[src/rtl/ewa_pkg.sv]
package ewa_pkg;
  localparam int NUM_EVT = 16;
  localparam int CFG_W   = 8;
  localparam int TM_W    = 2;

  localparam int S_ROM_BAD    = 0;
  localparam int S_CMD_FAIL   = 1;
  localparam int S_CFG_CRC    = 2;
  localparam int S_LINK       = 3;
  localparam int S_TURN_ERR   = 4;
  localparam int S_TURN_CNT   = 5;
  localparam int S_SYNC_START = 6;
  localparam int S_SYNC_CNT   = 7;
  localparam int S_AMP_HI     = 8;
  localparam int S_AMP_LO     = 9;
  localparam int S_TEMP_ERR   = 10;
  localparam int S_FREQ_WARN  = 11;
  localparam int S_AGC_HI     = 12;
  localparam int S_AGC_LO     = 13;
  localparam int S_TEMP_WARN  = 14;
  localparam int S_TURN_WARN  = 15;

  // mask bit positions, 0 = enabled
  localparam int M_ERR_AMP   = 7;
  localparam int M_ERR_EXT   = 6;
  localparam int M_ERR_TEMP  = 5;
  localparam int M_WRN_FREQ  = 4;
  localparam int M_WRN_AMP   = 3;
  localparam int M_WRN_AGC   = 2;
  localparam int M_WRN_TEMP  = 1;
  localparam int M_WRN_TURN  = 0;

  // bits only removed by the soft-reset command
  localparam logic [NUM_EVT-1:0] KEEP_MASK = NUM_EVT'(1) << S_ROM_BAD;

  typedef struct packed {
    logic err_n;
    logic warn_n;
    logic pd;
    logic degrade;
  } summary_t;
endpackage

[src/rtl/ewa_sync.sv]
module ewa_sync #(
  parameter int   STAGES  = 2,
  parameter logic RST_VAL = 1'b0
) (
  input  logic clk_i,
  input  logic rst_i,
  input  logic d_i,
  output logic q_o
);
  logic [STAGES-1:0] sh_q;

  always_ff @(posedge clk_i) begin
    if (rst_i) sh_q <= {STAGES{RST_VAL}};
    else       sh_q <= {sh_q[STAGES-2:0], d_i};
  end

  assign q_o = sh_q[STAGES-1];
endmodule

[src/rtl/ewa_status.sv]
module ewa_status #(
  parameter int               W    = 16,
  parameter logic [W-1:0]     KEEP = '0
) (
  input  logic         clk_i,
  input  logic         rst_i,
  input  logic [W-1:0] evt_i,
  input  logic         rd_clr_i,
  input  logic         soft_res_i,
  output logic [W-1:0] st_o
);
  logic [W-1:0] st_q;
  logic [W-1:0] clr_vec;

  always_comb begin
    clr_vec = '0;
    if (rd_clr_i)   clr_vec = clr_vec | ~KEEP;
    if (soft_res_i) clr_vec = clr_vec | KEEP;
  end

  always_ff @(posedge clk_i) begin
    if (rst_i) st_q <= '0;
    else       st_q <= (st_q & ~clr_vec) | evt_i;
  end

  assign st_o = st_q;


  sticky_set_chk: assert property (@(posedge clk_i) disable iff (rst_i)
    (|evt_i) |=> ((st_q & $past(evt_i)) == $past(evt_i)));


  read_clear_chk: assert property (@(posedge clk_i) disable iff (rst_i)
    rd_clr_i |=> ((st_q & ~$past(evt_i) & ~KEEP) == '0));


  soft_clear_chk: assert property (@(posedge clk_i) disable iff (rst_i)
    soft_res_i |=> ((st_q & ~$past(evt_i) & KEEP) == '0));
endmodule

[src/rtl/ewa_route.sv]
module ewa_route
  import ewa_pkg::*;
#(
  parameter int W = NUM_EVT
) (
  input  logic             clk_i,
  input  logic             rst_i,
  input  logic [W-1:0]     st_i,
  input  logic [CFG_W-1:0] cfg_i,
  input  logic             nbiss_i,
  input  logic [TM_W-1:0]  turn_mode_i,
  input  logic             sync_start_i,
  input  logic             ext_err_i,
  output summary_t         sum_o
);
  logic turn_on;
  logic err_int, err_any, warn_any, deg_d;
  summary_t sum_q;

  always_comb begin
    turn_on = (turn_mode_i == 2'b01) || (turn_mode_i == 2'b10);

    err_int = st_i[S_ROM_BAD] | st_i[S_CMD_FAIL] | st_i[S_CFG_CRC]
            | (st_i[S_LINK] & nbiss_i)
            | ((st_i[S_TURN_ERR] | st_i[S_TURN_CNT]) & turn_on)
            | (st_i[S_SYNC_START] & sync_start_i)
            | ((st_i[S_AMP_HI] | st_i[S_AMP_LO]) & ~cfg_i[M_ERR_AMP])
            | (st_i[S_TEMP_ERR] & ~cfg_i[M_ERR_TEMP]);

    err_any = err_int | (ext_err_i & ~cfg_i[M_ERR_EXT]);

    warn_any = st_i[S_CMD_FAIL]
             | (st_i[S_FREQ_WARN] & ~cfg_i[M_WRN_FREQ])
             | ((st_i[S_AMP_HI] | st_i[S_AMP_LO]) & ~cfg_i[M_WRN_AMP])
             | ((st_i[S_AGC_HI] | st_i[S_AGC_LO]) & ~cfg_i[M_WRN_AGC])
             | (st_i[S_TEMP_WARN] & ~cfg_i[M_WRN_TEMP])
             | (st_i[S_TURN_WARN] & ~cfg_i[M_WRN_TURN]);

    deg_d = st_i[S_TEMP_ERR] & ~cfg_i[M_ERR_TEMP];
  end

  always_ff @(posedge clk_i) begin
    if (rst_i) begin
      sum_q <= '{err_n: 1'b1, warn_n: 1'b1, pd: 1'b0, degrade: 1'b0};
    end else begin
      sum_q.err_n   <= ~err_any;
      sum_q.warn_n  <= ~warn_any;
      // external line level is excluded so the pull-down never feeds itself
      sum_q.pd      <= err_int | st_i[S_SYNC_CNT];
      sum_q.degrade <= deg_d;
    end
  end

  assign sum_o = sum_q;


  fixed_err_chk: assert property (@(posedge clk_i) disable iff (rst_i)
    st_i[S_CFG_CRC] |=> !sum_q.err_n);


  sync_bypass_chk: assert property (@(posedge clk_i) disable iff (rst_i)
    st_i[S_SYNC_CNT] |=> sum_q.pd);


  degrade_chk: assert property (@(posedge clk_i) disable iff (rst_i)
    (st_i[S_TEMP_ERR] && !cfg_i[M_ERR_TEMP]) |=> sum_q.degrade);


  pd_follows_err_chk: assert property (@(posedge clk_i) disable iff (rst_i)
    (st_i[S_ROM_BAD] || st_i[S_CMD_FAIL]) |=> (sum_q.pd && !sum_q.err_n));
endmodule

[src/rtl/err_warn_agg.sv]
module err_warn_agg
  import ewa_pkg::*;
(
  input  logic                clk_i,
  input  logic                rst_i,
  input  logic [NUM_EVT-1:0]  evt_i,
  input  logic [CFG_W-1:0]    cfg_i,
  input  logic                nbiss_i,
  input  logic [TM_W-1:0]     turn_mode_i,
  input  logic                sync_start_i,
  input  logic                rd_clr_i,
  input  logic                soft_res_i,
  input  logic                fault_pin_i,
  output logic [NUM_EVT-1:0]  status_o,
  output logic                err_n_o,
  output logic                warn_n_o,
  output logic                fault_pd_o,
  output logic                setpt_min_o,
  output logic                ana_mid_o,
  output logic                drv_lim_o
);
  localparam int SYNC_STAGES = 2;

  logic [NUM_EVT-1:0] st;
  logic               pin_q, pd_q, ext_err;
  summary_t           sum;

  ewa_status #(.W(NUM_EVT), .KEEP(KEEP_MASK)) u_status (
    .clk_i(clk_i), .rst_i(rst_i), .evt_i(evt_i),
    .rd_clr_i(rd_clr_i), .soft_res_i(soft_res_i), .st_o(st)
  );

  ewa_sync #(.STAGES(SYNC_STAGES), .RST_VAL(1'b1)) u_pin_sync (
    .clk_i(clk_i), .rst_i(rst_i), .d_i(fault_pin_i), .q_o(pin_q)
  );

  // own pull-down delayed to line up with the synchronized pin level
  ewa_sync #(.STAGES(SYNC_STAGES), .RST_VAL(1'b0)) u_pd_align (
    .clk_i(clk_i), .rst_i(rst_i), .d_i(sum.pd), .q_o(pd_q)
  );

  assign ext_err = ~pin_q & ~pd_q;

  ewa_route #(.W(NUM_EVT)) u_route (
    .clk_i(clk_i), .rst_i(rst_i), .st_i(st), .cfg_i(cfg_i),
    .nbiss_i(nbiss_i), .turn_mode_i(turn_mode_i),
    .sync_start_i(sync_start_i), .ext_err_i(ext_err), .sum_o(sum)
  );

  assign status_o    = st;
  assign err_n_o     = sum.err_n;
  assign warn_n_o    = sum.warn_n;
  assign fault_pd_o  = sum.pd;
  assign setpt_min_o = sum.degrade;
  assign ana_mid_o   = sum.degrade;
  assign drv_lim_o   = sum.degrade;


  ext_unlatched_chk: assert property (@(posedge clk_i) disable iff (rst_i)
    (evt_i == '0 && !rd_clr_i && !soft_res_i) |=> (st == $past(st)));
endmodule

[config.mk]
export PLATFORM = sky130hd
export DESIGN_NAME = err_warn_agg
export DESIGN_NICKNAME = d
export VERILOG_FILES = /design/src/rtl/ewa_pkg.sv /design/src/rtl/ewa_sync.sv /design/src/rtl/ewa_status.sv /design/src/rtl/ewa_route.sv /design/src/rtl/err_warn_agg.sv
export SDC_FILE = /design/constraint.sdc
export NUM_CORES = 1
export LEC_CHECK = 0
export BUFFER_PORTS_ARGS = -buffer_cell sky130_fd_sc_hd__buf_2
export CELL_PAD_IN_SITES_DETAIL_PLACEMENT = 1
export CELL_PAD_IN_SITES_GLOBAL_PLACEMENT = 1
export CORE_MARGIN = 5
export CORE_UTILIZATION = 25
export CTS_CLUSTER_SIZE = 20
export DETAILED_ROUTE_END_ITERATION = 10
export PLACE_DENSITY = 0.75
export SLEW_MARGIN = 20
export SYNTH_ARGS = -nofsm -noshare
export SYNTH_HDL_FRONTEND = slang
export SYNTH_SLANG_ARGS = --single-unit
[constraint.sdc]
create_clock -name clk_i -period 0.93 [get_ports clk_i]
set_input_delay 0.186 -clock clk_i [delete_from_list [all_inputs] [get_ports clk_i]]
set_output_delay 0.186 -clock clk_i [all_outputs]
set_load 0.02 [all_outputs]
==> impl_results.md, run 1 <==
- Outcome: complete, but fails checks
- Violated checks: setup timing
- Post-synthesis register bit count: 24
- CP delay by family, top: flip-flops
- Congestion Overflow GR: 0
- Clock root buffer: clkbuf_4
- Top-level I/O count: 55
- Setup WS post-layout: -0.185 ns
- Die extent in x: 67.2 microns
- Starting Density: 0.263
- Crit-path slowest cell: dfxtp_4
- Net Sw Power: 0.000613 W
- # H-tree levels: 1
- Routed vias: 885
- Pwr Density: 1640 mW/mm^2
- 1st-iter DRT viols: 23
- Comb pwr share: 0.210
- Final setup skew: 0.00950 ns
- Storage element area: 515 sq um
- # hold bufs at CTS: 0
- Worst Tran Pin Value: 0.509 ns
- Core area: 0.00310 sq mm
- Fmax: 0.897 GHz
- Crit path largest cell delay: 0.37 ns
- Overall Power: 0.00242 W
- Vias per cell: 4.45
- Mapped Nets: 121
- Startpoint types: flop
- Buf/Inv on CP: 2
- Sequential share of the synthesized area: 0.588
- Area occupied by multi-input gates: 303 sq um
- Die ar.: 0.00451 sq mm
- Synth top area share: 0.588
- Max Root-Sink Buffers: 2
- Max rail drop VDD: 0.528 mV
- Residual DRC count: 0
- Leakage power: 0.699 nW
- Reg2reg start: u_status.st_o[1]
- RSZ-0062 raised after global routing: true
- Vias in the first global route: 973
- Clk pwr share: 0.315
- # port buffers: 54
- Tcrit/Tclk final: 1.20
- Critical Path AT: 0.93 ns
- Total CTS buffers: 3
- DIE HEIGHT: 67.2 microns
- Synth top area cells: dfxtp_1, a21oi_1, nor2_1, inv_1, nor2b_1
- Sw Ratio: 0.253
- FF-to-FF setup slack: -0.18 ns
- Fin. max-slew vios: 0
- GRT Total Usage: 0.146
- Synth cell types: 20
- FF-to-FF path depth: 4
- Top cell by count, worst path: buf_6
- Antenna violations before repair: 0
- Cell taking the most area after synthesis: dfxtp_1
- Layout area overhead: 81.2%
- Max cap viols: 0
- Max_slew headroom: 0.660
- Setup Crit Path Kind: flop to output pin
- Largest net degree at the start of global routing: 16
- Minimum clock period: 1.12 ns
- Final setup violation count: 25
- Max Fanout on Critical Path: 2
- DRT antenna net count: 0
- Hold endpoint: u_pin_sync.sh_q[0]
- DR pass1 iterations: 2
- Clock Sinks: 24
- Skew-Pair Late Insertion Delay: 0.32 ns
- Syn Area/Cell: 9.28 sq um
- Internal power: 0.00181 W
- Global-route wire length before repair: 4.78 mm
- Min-delay src: fault_pin_i
- Routed len/inst: 15.2 microns
- RR Endpoint: u_route.sum_o[1]
- Synth warnings: 0
- CTS tree: built
- Final wirelength: 3.03 mm
- Share of post-route cells with drive strength above 1: 0.639
- Hold Path Class: input pin to flop
- Final HPWL DP: 2.13 mm
- Fillcell total: 377
- Hold Fails Final Rpt: 0
- Setup crit end kind: output pin
- GPL Wtd Cong: 0.712
- Worst-path clk slew: 0.14 ns
- Sequential share of power: 0.475
- Hold Path Depth: 2
- Critical path cell sequence: buf_6 -> buf_6
- # diodes: 0
- Rows: 20
- Finished Core Util: 0.477
- Worst Path Required: 0.74 ns
- Post-Syn Instances: 88
- Nets@finish: 189
- Synth Cell Area: 817 sq um
[worst max-delay path by stage]
stage	startpoint	to	slack, ns	cells after the start
2_1_floorplan	u_status.st_o[0]	u_route.sum_o[1]	-0.06	3
5_1_grt	u_status.st_o[0]	status_o[0]	-0.23	2
6_report	u_status.st_o[0]	status_o[0]	-0.19	2
4_1_cts	u_status.st_o[0]	status_o[0]	-0.20	2
3_3_place_gp	turn_mode_i[0]	u_route.sum_o[1]	-0.03	4
3_5_place_dp	u_status.st_o[8]	u_route.sum_o[2]	-0.09	3
[worst reg2reg max path, stage by stage (launching register included)]
cell and delay [ns]:
dfxtp_2 0.35, buf_4 0.13, nor3_2 0.16, o221ai_2 0.13
o31a_1 0.26
[synth_stat cells]
| library cell | count |
|---|---|
| o22ai_1 | 2 |
| buf_2 | 2 |
| or2_2 | 2 |
| nor2b_1 | 3 |
| nor3_1 | 1 |
| dfxtp_1 | 24 |
| nand2b_1 | 1 |
| buf_1 | 1 |
| o41ai_2 | 1 |
| o31ai_1 | 1 |
| nand3_1 | 1 |
| nor2_1 | 20 |
| nand2_1 | 2 |
| xnor2_1 | 1 |
| buf_4 | 2 |
| a21oi_1 | 16 |
| o31a_1 | 1 |
| inv_1 | 5 |
| o221ai_2 | 1 |
| nor3_2 | 1 |
[cell families (layout without fill, tap and decap cells)]
logic type,count (synthesis),after routing,share of synthesized area
buf+inv,10,77,0.0582
compound gates,22,22,0.172
simple gates,31,31,0.172
xor+xnor,1,1,0.0107
flops,24,24,0.588
[through the flow]
step	instance area (sq um)	worst slack, ns	instances	hold slack [ns]	TNS (ns)
after floorplan	837	-0.0570	88	0.258	-0.0646
after global placement	1190	-0.0340	189	0.380	-0.0988
after detailed placement	1190	-0.0936	189	0.388	-0.796
after CTS	1470	-0.200	198	0.0344	-2.83
after global routing	1480	-0.229	199	0.0354	-3.54
final	1480	-0.185	199	0.0393	-2.52
[layout make-up]
cell class / count / share of cell area
repair buffers: 68 / 0.362
flip-flops and latches: 24 / 0.348
multi-input cells: 54 / 0.205
well taps: 44 / 0.0372
clock inverters: 1 / 0.0203
clock buffers: 3 / 0.0152
inverters: 5 / 0.0127
[sequential cells by signal (all words and copies together) (netlist names)]
signal,flops
u_pin_sync.sh_q,2
u_pd_align.sh_q,2
u_route.sum_o,4
u_status.st_o,16
[routing by layer]
metal,up-vias,wire (microns),GRT usage,share of wire
met2,31,1740,0.283,0.57
met5,-,0,0,0
met3,7,155,0.0216,0.051
met4,0,91,0.0861,0.030
met1,424,1050,0.145,0.35
li1,423,-,-,-
[placed cells by master, fill, tap and decap left out]
cell / instances
a21oi_1: 16
buf_2: 32
buf_4: 8
buf_6: 28
bufinv_16: 1
clkbuf_4: 3
dfxtp_1: 4
dfxtp_2: 16
dfxtp_4: 4
inv_1: 5
nand2_1: 2
nand2b_1: 1
nand3_1: 1
nor2_1: 19
nor2_4: 1
nor2b_1: 3
nor3_1: 1
nor3_2: 1
o221ai_2: 1
o22ai_1: 1
o22ai_2: 1
o31a_1: 1
o31ai_1: 1
o41ai_2: 1
or2_2: 2
xnor2_1: 1
[repair_timing]
action / in CTS / in global routing
gates cloned: 0 / 0
setup endpoints to repair: 25 / 25
pin swaps: 1 / 2
setup buffers: 5 / 1
gates resized for setup: 66 / 1
[power groups by stage]
stage	logic (W)	registers (W)	clock network (W)
2_1_floorplan	0.000123	0.00123	0
3_3_place_gp	0.000373	0.00116	0
3_5_place_dp	0.000387	0.00116	0
4_1_cts	0.000499	0.00115	0.000788
5_1_grt	0.000546	0.00116	0.000831
6_report	0.000508	0.00115	0.000763
Note: power is estimated with default switching activity, not from simulation.
==> run 2, diff against run 1 <==
Settings changed: CAP_MARGIN set to 20, SKIP_CTS_REPAIR_TIMING set to 1.
==> impl_results.md, run 2 (synthesis results as in run 1) <==
- Routed len/inst: 15.2 microns
- Net Sw Power: 0.000613 W
- Clock root buffer: clkbuf_4
- Area occupied by multi-input gates: 303 sq um
- Pre-CTS WS: -0.0936 ns
- Max Fanout on Critical Path: 2
- Layout area overhead: 79.3%
- Final setup skew: 0.0105 ns
- Congestion Overflow GR: 0
- Max cap viols: 0
- Fmax: 0.894 GHz
- Final HPWL DP: 2.13 mm
- Dpl cells: 189
- Core area: 0.00310 sq mm
- DR pass1 iterations: 2
- Setup crit end kind: output pin
- Most frequent cells in the layout: buf_2, buf_6, nor2_1
- 1st-iter DRT viols: 21
- Final Cell Area: 0.00147 sq mm
- Fin. max-slew vios: 0
- Fillcell total: 377
- Antenna violations before repair: 0
- Setup WS post-layout: -0.189 ns
- CTS tree: built
- Max_slew headroom: 0.670
- Vias in the first global route: 915
- Critical Path AT: 0.93 ns
- Routed vias: 870
- GPL Wtd Cong: 0.712
- Worst Path Required: 0.74 ns
- Starting Density: 0.263
- DIE HEIGHT: 67.2 microns
- Minimum clock period: 1.12 ns
- DRT antenna net count: 0
- Max reg flops: 16
- Share of post-route cells with drive strength above 1: 0.634
- Die extent in x: 67.2 microns
- Max rail drop VDD: 0.525 mV
- Final wirelength: 3.00 mm
- Hold Path Class: input pin to flop
- Worst-path clk slew: 0.14 ns
- Final setup violation count: 25
- Overall Power: 0.00242 W
- Sw Ratio: 0.254
- Hold Fails Final Rpt: 0
- Comb pwr share: 0.205
- Internal power: 0.00180 W
- Largest net degree at the start of global routing: 16
- Clock Sinks: 24
- # port buffers: 54
- Rows: 20
- Setup Crit Path Kind: flop to output pin
- Setup TNS: -2.55 ns
- Pwr Density: 1650 mW/mm^2
- Residual DRC count: 0
- # H-tree levels: 1
- Startpoint types: flop
- Tcrit/Tclk final: 1.20
- # diodes: 0
- Final non-filler cell total: 197
- Post-place instance area: 0.00119 sq mm
- Worst Tran Pin Value: 0.495 ns
- Skew-Pair Late Insertion Delay: 0.33 ns
- Vias per cell: 4.42
- GRT Total Usage: 0.123
- Outcome: complete, but fails checks
- Total CTS buffers: 3
- Global-route wire length before repair: 4.08 mm
- Nets@finish: 187
- RSZ-0062 raised after global routing: true
- Clk pwr share: 0.318
- Top-level I/O count: 55
- Most common cell after layout, fill and taps aside: buf_2
- Sequential share of power: 0.478
- Max Root-Sink Buffers: 2
- Die ar.: 0.00451 sq mm
- Leakage power: 0.689 nW
- Violated checks: setup timing
- Storage element area: 515 sq um
[run 2: layout make-up]
cell class                 instances  share of cell area
clock buffer                       3              0.0154
clock inverter                     1              0.0205
inverter                           5              0.0128
multi-input combinational         54               0.207
sequential                        24               0.352
tap                               44              0.0376
timing repair buffer              66               0.355
[run 2: per-stage QoR]
step            util  hold WS, ns
2_1_floorplan      -        0.258
3_3_place_gp   0.385        0.380
3_5_place_dp   0.385        0.388
4_1_cts        0.402       0.0344
5_1_grt        0.472       0.0354
6_report       0.472       0.0375
[run 2: path summary, 6_finish.rpt]
kind / startpoint / endpoint / slack [ns] / depth (start not counted)
setup / recovery: u_status.st_o[0] / status_o[0] / -0.19 / 2
hold / removal: fault_pin_i / u_pin_sync.sh_q[0] / 0.04 / 2
setup reg to reg: u_status.st_o[1] / u_route.sum_o[1] / -0.18 / 4
hold reg to reg: u_pin_sync.sh_q[0] / u_pin_sync.sh_q[1] / 0.43 / 1
[run 2: worst max-delay path, cell delays in order, from the launching register on]
cell and delay, ns:
dfxtp_4 0.38, buf_6 0.11, buf_6 0.12
[run 2: power by group through the flow]
stage	clock network (W)	registers, W	logic, W
2_1_floorplan	0	0.00123	0.000123
3_3_place_gp	0	0.00116	0.000373
3_5_place_dp	0	0.00116	0.000387
4_1_cts	0.000788	0.00114	0.000388
5_1_grt	0.000831	0.00116	0.000534
6_report	0.000767	0.00115	0.000495
[run 2: metal layers]
| metal | wire length, microns | track usage | part of all wire | vias to the layer above |
|---|---|---|---|---|
| li1 | - | - | - | 422 |
| met1 | 1030 | 0.126 | 0.34 | 414 |
| met2 | 1730 | 0.232 | 0.58 | 29 |
| met3 | 167 | 0.0166 | 0.056 | 5 |
| met4 | 63 | 0.0759 | 0.021 | 0 |
| met5 | 0 | 0 | 0 | - |
